--- src/rtl/bunch_accept_delay_pkg.sv ---
package bunch_accept_delay_pkg;

  // Strobes from the control side to the datapath.
  typedef struct packed {
    logic capture;    // bunch strobe: shift history, load pending value
    logic immediate;  // capture with zero fine delay: update output now
    logic fire;       // fine delay has run out: present pending value
  } ctlStrb_t;

endpackage

--- src/rtl/bunch_accept_delay_ctrl.sv ---
module bunch_accept_delay_ctrl
  import bunch_accept_delay_pkg::*;
#(
  parameter int PERIOD = 22,
  parameter int DEPTH  = 16,
  localparam int CW    = $clog2(DEPTH),
  localparam int FW    = $clog2(PERIOD)
) (
  input  logic          clk,
  input  logic          rst_n,
  input  logic          bunchStb,
  input  logic [CW-1:0] coarseDelay,
  input  logic [FW-1:0] fineDelay,
  output ctlStrb_t      strb,
  output logic [CW-1:0] tapSel
);

  localparam logic [FW-1:0] MAX_FINE = FW'(PERIOD - 1);
  localparam logic [CW-1:0] MAX_TAP  = CW'(DEPTH - 1);

  logic [FW-1:0] fineEff;
  logic [FW-1:0] cnt;
  logic          armed;

  // Clamp the fine delay so that it always ends inside one bunch period.
  assign fineEff = (fineDelay > MAX_FINE) ? MAX_FINE : fineDelay;

  // Clamp the tap only when the select width can exceed the history.
  generate
    if (DEPTH == (1 << CW)) begin : g_tapFull
      assign tapSel = coarseDelay;
    end else begin : g_tapClamp
      assign tapSel = (coarseDelay > MAX_TAP) ? MAX_TAP : coarseDelay;
    end
  endgenerate

  always_ff @(posedge clk) begin
    if (!rst_n) begin
      cnt   <= '0;
      armed <= 1'b0;
    end else if (bunchStb) begin
      cnt   <= fineEff;
      armed <= (fineEff != '0);
    end else if (armed) begin
      cnt <= cnt - 1'b1;
      if (cnt == FW'(1)) armed <= 1'b0;
    end
  end

  always_comb begin
    strb.capture   = bunchStb;
    strb.immediate = bunchStb && (fineEff == '0);
    strb.fire      = armed && (cnt == FW'(1));
  end

  AST_ARM_RANGE: assert property (@(posedge clk) disable iff (!rst_n)
    armed |-> (cnt != '0 && cnt <= MAX_FINE));

  AST_LOAD_ON_STROBE: assert property (@(posedge clk) disable iff (!rst_n)
    (bunchStb && fineEff != '0) |=> (armed && cnt == $past(fineEff)));

  AST_FIRE_ONCE: assert property (@(posedge clk) disable iff (!rst_n)
    (strb.fire && !bunchStb) |=> !strb.fire);

endmodule

--- src/rtl/bunch_accept_delay_dpath.sv ---
module bunch_accept_delay_dpath
  import bunch_accept_delay_pkg::*;
#(
  parameter int DEPTH = 16,
  localparam int CW   = $clog2(DEPTH),
  localparam int HW   = DEPTH - 1
) (
  input  logic          clk,
  input  logic          rst_n,
  input  ctlStrb_t      strb,
  input  logic          decisionIn,
  input  logic [CW-1:0] tapSel,
  output logic          acceptOut
);

  logic [HW-1:0] hist;
  logic          tapBit;
  logic          pendVal;

  // History of earlier decisions; stage 0 is the previous strobe.
  generate
    for (genvar g = 0; g < HW; g++) begin : g_hist
      if (g == 0) begin : g_head
        always_ff @(posedge clk) begin
          if (!rst_n)            hist[g] <= 1'b1;
          else if (strb.capture) hist[g] <= decisionIn;
        end
      end else begin : g_body
        always_ff @(posedge clk) begin
          if (!rst_n)            hist[g] <= 1'b1;
          else if (strb.capture) hist[g] <= hist[g-1];
        end
      end
    end
  endgenerate

  // Tap 0 is the decision arriving now; tap i is i strobes back.
  always_comb begin
    tapBit = decisionIn;
    for (int i = 1; i < DEPTH; i++) begin
      if (tapSel == CW'(i)) tapBit = hist[i-1];
    end
  end

  always_ff @(posedge clk) begin
    if (!rst_n) begin
      pendVal   <= 1'b1;
      acceptOut <= 1'b1;
    end else begin
      if (strb.fire)      acceptOut <= pendVal;
      if (strb.capture)   pendVal   <= tapBit;
      if (strb.immediate) acceptOut <= tapBit;
    end
  end

  AST_HIST_CAPTURE: assert property (@(posedge clk) disable iff (!rst_n)
    strb.capture |=> hist[0] == $past(decisionIn));

  AST_HIST_HOLD: assert property (@(posedge clk) disable iff (!rst_n)
    !strb.capture |=> hist == $past(hist));

  AST_OUT_HOLD: assert property (@(posedge clk) disable iff (!rst_n)
    !(strb.fire || strb.immediate) |=> acceptOut == $past(acceptOut));

endmodule

--- src/rtl/bunch_accept_delay.sv ---
module bunch_accept_delay
  import bunch_accept_delay_pkg::*;
#(
  parameter int PERIOD = 22,
  parameter int DEPTH  = 16,
  localparam int CW    = $clog2(DEPTH),
  localparam int FW    = $clog2(PERIOD)
) (
  input  logic          clk,
  input  logic          rst_n,
  input  logic          bunchStb,
  input  logic          decisionIn,
  input  logic [CW-1:0] coarseDelay,
  input  logic [FW-1:0] fineDelay,
  output logic          acceptOut
);

  ctlStrb_t      strb;
  logic [CW-1:0] tapSel;

  bunch_accept_delay_ctrl #(.PERIOD(PERIOD), .DEPTH(DEPTH)) ctrl_i (
    .clk        (clk),
    .rst_n      (rst_n),
    .bunchStb   (bunchStb),
    .coarseDelay(coarseDelay),
    .fineDelay  (fineDelay),
    .strb       (strb),
    .tapSel     (tapSel)
  );

  bunch_accept_delay_dpath #(.DEPTH(DEPTH)) dpath_i (
    .clk       (clk),
    .rst_n     (rst_n),
    .strb      (strb),
    .decisionIn(decisionIn),
    .tapSel    (tapSel),
    .acceptOut (acceptOut)
  );

endmodule

--- config.mk ---
export PLATFORM = sky130hd
export DESIGN_NAME = bunch_accept_delay
export DESIGN_NICKNAME = d
export VERILOG_FILES = /design/src/rtl/bunch_accept_delay_pkg.sv /design/src/rtl/bunch_accept_delay_ctrl.sv /design/src/rtl/bunch_accept_delay_dpath.sv /design/src/rtl/bunch_accept_delay.sv
export SDC_FILE = /design/constraint.sdc
export NUM_CORES = 1
export LEC_CHECK = 0
export BUFFER_PORTS_ARGS = -buffer_cell sky130_fd_sc_hd__buf_2
export CORE_UTILIZATION = 30
export DETAILED_ROUTE_END_ITERATION = 8
export PLACE_DENSITY = 0.42
export SYNTH_ARGS = -nofsm -noshare
export SYNTH_HDL_FRONTEND = slang
export SYNTH_HIERARCHICAL = 1
export SYNTH_SLANG_ARGS = --single-unit
--- constraint.sdc ---
create_clock -name clk -period 4.4 [get_ports clk]
set_input_delay 0.22 -clock clk [delete_from_list [all_inputs] [get_ports clk]]
set_output_delay 0.22 -clock clk [all_outputs]
set_load 0.1 [all_outputs]
==> impl_metrics.toml <==
[setup_path]
r2r_slack_ns = 2.61
worst_path_max_delay_cell = "or4b_4"
crit_path_max_incr_delay_ns = 0.46
crit_buf_inv = 0
cp_max_fo = 4
critical_path_class = "reg2reg"
crit_arrival_ns = 1.92
worstSetupEndpointType = "flop"
path_cells = "ha_1 > or4b_4 > nor2_1 > mux2_2 > nand2_1 > o311ai_1"
crit_family = "simple AND/OR/NAND/NOR gates"
cp-start-kind = "flop"
cp_data_required_time_ns = 4.53

[yosys]
yosysTopAreaCellShare = 0.3398
netlist_top_cells_count = "dfxtp_1, nand2_1, mux2i_1, buf_4, inv_1"
yosysWarnings = 6
synthTopCellsByArea = "dfxtp_1, mux2i_1, nand2_1"
yosysMostFrequentCell = "dfxtp_1"
ys_seq_area_frac = 0.3398
ys_types = 50
synth_nets = 165
synth.avg_cell_area_um2 = 9.034
async_flop_share = 0
ys.flop_type = "dfxtp_1"
syn-cell-area_um2 = 1355
postSynthCellCount = 150
ys_seq_elements = 23
synth_top_area_cell = "dfxtp_1"
synth_edf_count = 0

[floorplanning]
core_area_um2 = 4354
chipHeight_um = 69.21
fp-row-count = 24
dieArea_um2 = 4789
io_pins = 14
die_w_um = 69.21
initial_core_util = 0.3112

[global_route]
first_global_vias = 994
grt_pass1_wl_mm = 4.485
overflow = 0
antenna_found_initial = 0
grt_max_degree = 29
grtUsageTotal = 0.1138

[drt]
drc = 0
ant_nets = 0
wl_mm = 2.675
dr.pass1.iters = 4
avgViaCountPerCell = 5.103
num_vias = 1036
route.detailed.wl_per_inst_um = 13.18
drtIter0Drc = 73

[clock_network]
cts_buffers = 3
cts_buffer_depth = 2
cts_setup_buffers = 0
tritoncts = "done"
clockRootBuffer = "clkbuf_8"
cts.repair.resized = 0
cts_hold_buffers = 0
htree_levels = 1
clock_latency_ns = 0.27
cts.sinks = 23
clk_pin_slew_ns = 0.09

[timing]
hold_viol_final = 0
rsz0062_at_grt = "no"
slew_violations = 0
fin_setup_tns_ns = 0
holdWs_ns = 0.2073
slew_headroom = 0.5588
setup_violations = 0
layout_min_cycle_time_ns = 1.786
fin_crit_sh = 0.4058
fmax_mhz = 560.1
tightestPinTransition_ns = 0.6618
fin_worst_skew_ns = 0.006767

[placement]
numPortBuffers = 13
dp_hpwl_mm = 1.911
placed_cells = 199
dpl-instance-area_um2 = 1380
place_congestion = 0.7465

[finish]
drive_gt1_frac = 0.1854
final_cell_count_no_fill = 203
final_area_um2 = 1429
diodes = 0
nets = 167
fin_util = 0.3282
area_delta_synth_final_pct = 5.448
n_fill_cell = 447

[power]
vdd_drop_max_mv = 0.1310
leakage_nw = 0.6062
pwr_density_cell_nw_per_um2 = 298.5

[worst_hold_path]
hold_class = "in2reg"

[run]
maxCapViolations = 0

[run_status]
status = "completed"
==> stage by stage <==
| stage | setup WS, ns | total power [mW] |
|---|---|---|
| 3_3_place_gp | 2.654 | 0.2947 |
| 5_1_grt | 2.516 | 0.4537 |
| 4_1_cts | 2.597 | 0.4324 |
| 6_report | 2.614 | 0.4265 |
| 3_5_place_dp | 2.616 | 0.2958 |
| 2_1_floorplan | 2.720 | 0.2854 |
==> layout make-up <==
type,instances,area (µm²),share of cell area
tap,52,65.06,0.04553
sequential,23,460.4,0.3222
clock buffer,3,41.29,0.02890
multi-input combinational,102,755.7,0.5289
clock inverter,1,7.507,0.005254
timing repair buffer,13,65.06,0.04553
inverter,9,33.78,0.02364
==> per-layer routing <==
layer / GRT usage / wire length, µm / vias up
met5: 0 / 0 / -
met3: 0.02616 / 63 / 2
met4: 0.04082 / 19 / 0
met2: 0.1877 / 1287 / 5
met1: 0.1447 / 1303 / 499
li1: - / - / 530
==> registers in the layout, indices dropped and copies added, names as in the netlist <==
register	count
dpath_i/hist	15
ctrl_i/cnt	5
ctrl_i/armed	1
dpath_i/acceptOut	1
dpath_i/pendVal	1
==> path summary, 6_finish.rpt <==
check | start | end | depth (start not counted)
setup / recovery | ctrl_i/cnt[0] | dpath_i/acceptOut | 6
hold / removal | decisionIn | dpath_i/hist[0] | 3
hold reg to reg | dpath_i/hist[14] | dpath_i/hist[14] | 2
setup reg to reg | ctrl_i/cnt[0] | dpath_i/acceptOut | 6
==> placed cells by master (no fill, tap or decap), types with 3 or more instances in the layout <==
| cell type | Yosys | layout |
|---|---|---|
| dfxtp_1 | 23 | 23 |
| nor2_1 | 6 | 6 |
| a21oi_1 | 3 | 3 |
| clkbuf_8 | 0 | 3 |
| mux2i_1 | 18 | 18 |
| o21ai_0 | 6 | 6 |
| xor2_1 | 3 | 3 |
| nand2_1 | 20 | 20 |
| buf_2 | 3 | 13 |
| inv_1 | 7 | 7 |
==> power breakdown <==
part           internal (mW)  switching [mW]
sequential             0.215         0.00760
combinational         0.0310          0.0371
clock                 0.0641          0.0716
==> cell families (layout without fill, tap and decap cells) <==
group | after synthesis | count (layout) | synth area share
AO/OA/AOI/OAI | 31 | 31 | 0.1690
buffers and inverters | 25 | 26 | 0.1025
XOR/XNOR | 3 | 3 | 0.01939
adder cells (fa/ha/maj) | 2 | 2 | 0.01846
flip-flops | 23 | 23 | 0.3398
multiplexers | 20 | 20 | 0.1523
AND/OR/NAND/NOR | 46 | 46 | 0.1985
==> tightest hold or removal path, delay by kind of cell <==
kind,cells,cell delay [ns]
simple gates,1,0.06
buf+inv,1,0.10
mux,1,0.06
No activity file was read; power rests on OpenSTA's default activity.
